**src/rtl/sdrc_crc7.sv**
```systemverilog
module sdrc_crc7 #(
    parameter int  WIDTH = 7,
    parameter logic [WIDTH-1:0] POLY = 7'h09
) (
    input  logic             clk,
    input  logic             rst_n,
    input  logic             clear,
    input  logic             enable,
    input  logic             din,
    output logic [WIDTH-1:0] crc
);
    logic feedback;
    assign feedback = din ^ crc[WIDTH-1];

    always_ff @(posedge clk or negedge rst_n) begin
        if (!rst_n) begin
            crc <= '0;
        end else if (clear) begin
            crc <= '0;
        end else if (enable) begin
            crc <= {crc[WIDTH-2:0], 1'b0} ^ (feedback ? POLY : '0);
        end
    end
endmodule

```
**config.mk**
```make
export PLATFORM = sky130hd
export DESIGN_NAME = sdrc_crc7
export DESIGN_NICKNAME = d
export VERILOG_FILES = /design/src/rtl/sdrc_crc7.sv
export SDC_FILE = /design/constraint.sdc
export NUM_CORES = 1
export LEC_CHECK = 0
export BUFFER_PORTS_ARGS = -buffer_cell sky130_fd_sc_hd__buf_4
export CAP_MARGIN = 20
export CORE_AREA = 2 2 39 41
export DETAILED_ROUTE_END_ITERATION = 10
export DIE_AREA = 0 0 41 43
export GPL_TIMING_DRIVEN = 0
export SLEW_MARGIN = 20
export SYNTH_ARGS = -nofsm -noshare
export SYNTH_HDL_FRONTEND = slang
export SYNTH_SLANG_ARGS = --single-unit
export TNS_END_PERCENT = 1
```
**constraint.sdc**
```tcl
create_clock -name clk -period 1 [get_ports clk]
set_input_delay 0.05 -clock clk [delete_from_list [all_inputs] [get_ports clk]]
set_output_delay 0.05 -clock clk [all_outputs]
set_load 0.01 [all_outputs]
```
==> run metrics, run 1 <==
Die Y=between 40 and 50 um; Area growth, synth to finish=42.7%; Initial Utilization=0.222; max reg flops=7; routability cong.=0.687; CP endpoint kind=flop; synth unique cells=10; Final ANT Viol Nets=0; Die Wd=41 um; FP Rows=14; Lkg Pwr=around 0.23 nW; Syn Nets=33; Diodes inserted=0; core area=around 1400 um^2; H-tree depth=1; Yosys reg bits=7; setup total negative slack=0 ps; Post-Synthesis Cell Area=about 300 um^2; final slew viol count=0; DRT iter0 DRCs=1; CTS Buf Count=3; Worst VDD drop=~590 uV; Fillers=around 150; RSZ-0062 raised after global routing=false; Storage cell area=about 180 um^2; Fmax=approximately 1100 MHz; Synthesis Warnings=0; CP max FO=3; worst hold path type=in -> reg; CTS max path bufs=2; drt wl/cell=between 10 and 15 um; crit path time final=924 ps; Worst Skew=roughly 5.7 ps; Final Cycle Share=0.924; die area=1760 um^2; Clk pin slew, worst setup/hold paths=50 ps; Critical Path AT=between 1000 and 1500 ps; Synth Instances=28; Worst Path Required=between 1000 and 1500 ps; final wirelength=approximately 600 um; number of global-route vias before repair=approximately 210; Setup crit start kind=flop; CTS tree=built; vias after detailed routing=249; Biggest register=crc; P per Cell Area=1430 nW/um^2; multi-input combinational cell area=around 130 um^2; layout cells sized above 1=0.357; Max-slew headroom=0.882; clock sink total=7; I/O pin count=12; syn_area_per_cell=approximately 11 um^2; Hold WS=74.5 ps; gr ovfl total=0; Slew @ Worst Pin=175 ps; status=finished clean; crit path kind=reg -> reg; pin count of the biggest net entering global routing=11; DR pass1 iterations=2; nets=between 40 and 50; initial antenna violation count=0; final hold vios=0; maxcap violations=0; CTS Root Cell=clkbuf_4; Final WS setup=76.2 ps; DRC=0; sequential share of the synthesized area=0.569; # setup viols final=0; pre-CTS setup slack=~41 ps; Worst-Skew Late Latency=about 250 ps; port bufs=9; vias per inst=~4.3; Largest regs=crc x7; first-pass GRT wire length=around 930 um; All-Layer GR Usage=0.0892
[critical path, cell delays in order (launching register included)]
cell and delay, ps:
dfrtp_1 410, xnor2_2 210, nand4b_1 120, o211ai_1 100
[cells in the final DEF, fill, tap and decap left out]
cell / Yosys / routed
nor2_1: 8 / 8
buf_2: 1 / 1
clkbuf_1: 0 / 1
dlygate4sd3_1: 0 / 1
nand2_1: 2 / 2
nand4b_1: 1 / 1
dfrtp_1: 7 / 7
xnor2_2: 0 / 1
a211oi_1: 1 / 1
buf_4: 1 / 10
clkbuf_4: 0 / 3
mux2i_1: 5 / 5
o211ai_1: 1 / 1
[cells by family after synthesis]
group	count (synthesis)	synth area share
AND/OR/NAND/NOR	11	0.150
flip-flops	7	0.569
XOR/XNOR	1	0.0285
buffers and inverters	2	0.0406
AO/OA/AOI/OAI	2	0.0488
multiplexers	5	0.163
[stage by stage]
stage | cells | area [um^2] | power, mW | utilization
final | 58 | 439 | 0.629 | 0.317
after global routing | 58 | 439 | 0.683 | 0.317
after CTS | 58 | 432 | 0.645 | 0.312
after detailed placement | 53 | 395 | 0.379 | 0.286
after global placement | 53 | 395 | 0.378 | 0.286
after floorplan | 28 | 308 | 0.345 | -
[cells in the mapped netlist]
cell | instances | area (um^2)
nand4b_1 | 1 | 8.76
xnor2_1 | 1 | 8.76
dfrtp_1 | 7 | 175
o211ai_1 | 1 | 7.51
nor2_1 | 8 | 30.0
buf_4 | 1 | 7.51
mux2i_1 | 5 | 50.1
a211oi_1 | 1 | 7.51
buf_2 | 1 | 5.00
nand2_1 | 2 | 7.51
[path summary, 6_finish.rpt]
kind                          end  depth (start not counted)   start  slack [ps]
max                        crc[3]                          3  crc[6]          80
min                        crc[0]                          2   clear          70
max reg2reg                crc[3]                          3  crc[6]          80
min reg2reg                crc[1]                          2  crc[1]         550
max in group asynchronous  crc[1]                          2   rst_n         720
min in group asynchronous  crc[4]                          2   rst_n         150
[layout make-up]
class,count,share of cell area
Buffer,2,0.0285
Clock buffer,4,0.0598
Multi-Input combinational cell,19,0.291
Sequential cell,7,0.399
Tap cell,16,0.0456
Timing Repair Buffer,10,0.177
[where the power goes]
part	switching, mW	internal (mW)	leakage (nW)	total (mW)
clock network	0.0981	0.152	0.0150	0.250
registers	0.00880	0.294	0.0954	0.303
logic	0.0368	0.0391	0.115	0.0758
total	0.144	0.485	0.226	0.629
[per-layer routing]
| layer | vias to the layer above | wire length [um] | GRT usage |
|---|---|---|---|
| met5 | - | 0 | 0 |
| met4 | 0 | 0 | 0.0400 |
| met3 | 0 | 60 | 0.0942 |
| met2 | 8 | 283 | 0.100 |
| met1 | 118 | 254 | 0.106 |
| li1 | 123 | - | - |
[what timing repair did]
item | CTS | global route
setup endpoints to repair | 0 | 1
endpoints found under the hold margin | 7 | 0
setup buffers | 0 | 0
hold buffers | 1 | 0
resized for setup | 0 | 1
No activity file was read; power rests on OpenSTA's default activity.
==> run 2, diff against run 1 <==
Clock period 1 ns to 1.15 ns, I/O delays scaled along.
==> run metrics, run 2 (synthesis gave the netlist of run 1 again) <==
CTS tree=built (unchanged); Die Y=43 um (unchanged); most frequent cells in the layout=buf_4, nor2_1, dfrtp_1 (unchanged); crit path time final=964 ps (was 924 ps); final std cells w/o fill=58 (unchanged); I/O pin count=12 (unchanged); Die Wd=41 um (unchanged); Fmax=1040 MHz (was 1080 MHz); All-Layer GR Usage=0.0892 (unchanged); CP cell instances=xnor2_1 -> nand4b_1 -> o211ai_1 (was xnor2_2 -> nand4b_1 -> o211ai_1); DRC=0 (unchanged); Post-CTS Repair Setup Buffers=0 (unchanged); first-pass GRT wire length=931 um (unchanged); pin count of the biggest net entering global routing=11 (unchanged); Worst Path Required=1310 ps (was 1170 ps); Critical Path AT=1130 ps (was 1090 ps); Biggest register=crc (unchanged); DR pass1 iterations=2 (unchanged); most common cell after layout, fill and taps aside=buf_4 (unchanged); # setup viols final=0 (unchanged); final slew viol count=0 (unchanged); Final Cycle Share=0.838 (was 0.924); final design area excluding fillers=432 um^2 (was 439 um^2); CP endpoint kind=flop (unchanged); drt wl/cell=10.0 um (was 10.3 um); number of global-route vias before repair=211 (unchanged); Setup crit start kind=flop (unchanged); post-cts sizing count=0 (unchanged); slowest CP cell=dfrtp_1 (unchanged); Layout Utilization=0.312 (was 0.317); gr ovfl total=0 (unchanged); Final WS setup=186 ps (was 76.2 ps); RSZ-0062 raised after global routing=false (unchanged); final wirelength=581 um (was 598 um); port bufs=9 (unchanged); multi-input combinational cell area=120 um^2 (was 128 um^2); area post-placement=395 um^2 (unchanged); maxcap violations=0 (unchanged); DRT iter0 DRCs=1 (unchanged); worst hold path type=in -> reg (unchanged); Inst Count DP=53 (unchanged); CTS max path bufs=2 (unchanged); vias per inst=4.21 (was 4.29); kind of cell adding the most delay to the critical path=flip-flops (unchanged); Worst Skew=4.92 ps (was 5.70 ps); Fillers=149 (was 146); initial antenna violation count=0 (unchanged); CTS Root Cell=clkbuf_4 (unchanged); P per Cell Area=1260 nW/um^2 (was 1430 nW/um^2); CTS Buf Count=3 (unchanged); Diodes inserted=0 (unchanged); Initial Utilization=0.222 (unchanged); setup total negative slack=0 ps (unchanged); critical path's largest stage delay=400 ps (was 410 ps); Final ANT Viol Nets=0 (unchanged); Storage cell area=175 um^2 (unchanged); die area=1760 um^2 (unchanged); vias after detailed routing=244 (was 249); Lkg Pwr=0.221 nW (was 0.226 nW); layout cells sized above 1=0.333 (was 0.357); core area=1380 um^2 (unchanged); pre-CTS setup slack=191 ps (was 40.9 ps); crit path kind=reg -> reg (unchanged); Largest regs=crc x7 (unchanged); Max-slew headroom=0.836 (was 0.882); status=finished clean (unchanged); WP buf/inv=0 (unchanged); Worst VDD drop=508 uV (was 585 uV); routability cong.=0.687 (unchanged); nets=48 (unchanged); Worst-Skew Late Latency=250 ps (about the same); max reg flops=7 (unchanged); Clk pin slew, worst setup/hold paths=50 ps (about the same); H-tree depth=1 (unchanged); Slew @ Worst Pin=244 ps (was 175 ps); FP Rows=14 (unchanged); CP max FO=3 (unchanged); Tot Pwr=0.543 mW (was 0.629 mW); clock sink total=7 (unchanged); Area growth, synth to finish=40.2% (was 42.7%); final hold vios=0 (unchanged); Hold WS=82.3 ps (was 74.5 ps)
==> run 2: layer usage <==
layer / vias up / routed length, um / GRT usage
li1: 123 / - / -
met1: 113 / 244 / 0.106
met2: 8 / 276 / 0.100
met3: 0 / 60 / 0.0942
met4: 0 / 0 / 0.0400
met5: - / 0 / 0
==> run 2: area by class of cell <==
type                            instances  area share
Multi-Input combinational cell         19       0.278
Buffer                                  2      0.0290
Tap cell                               16      0.0464
Clock buffer                            4      0.0609
Sequential cell                         7       0.406
Timing Repair Buffer                   10       0.180
==> run 2: final timing paths <==
check	startpoint	endpoint	slack, ps	depth (start not counted)
worst max-delay path	crc[6]	crc[3]	190	3
max in group asynchronous	rst_n	crc[1]	870	2
worst min-delay path	clear	crc[0]	80	2
worst min register to register	crc[3]	crc[3]	550	2
worst max register to register	crc[6]	crc[3]	190	3
min in group asynchronous	rst_n	crc[4]	160	2
==> run 2: where the power goes <==
part           internal [mW]  switching (mW)  total [mW]
Sequential             0.256         0.00744       0.263
Combinational         0.0327          0.0311      0.0637
Clock                  0.132          0.0843       0.216
Total                  0.420           0.123       0.543
==> run 2: what timing repair did <==
action | in CTS | in global routing
hold buffers | 1 | 0
setup endpoints to repair | 0 | 0
endpoints found under the hold margin | 7 | 0
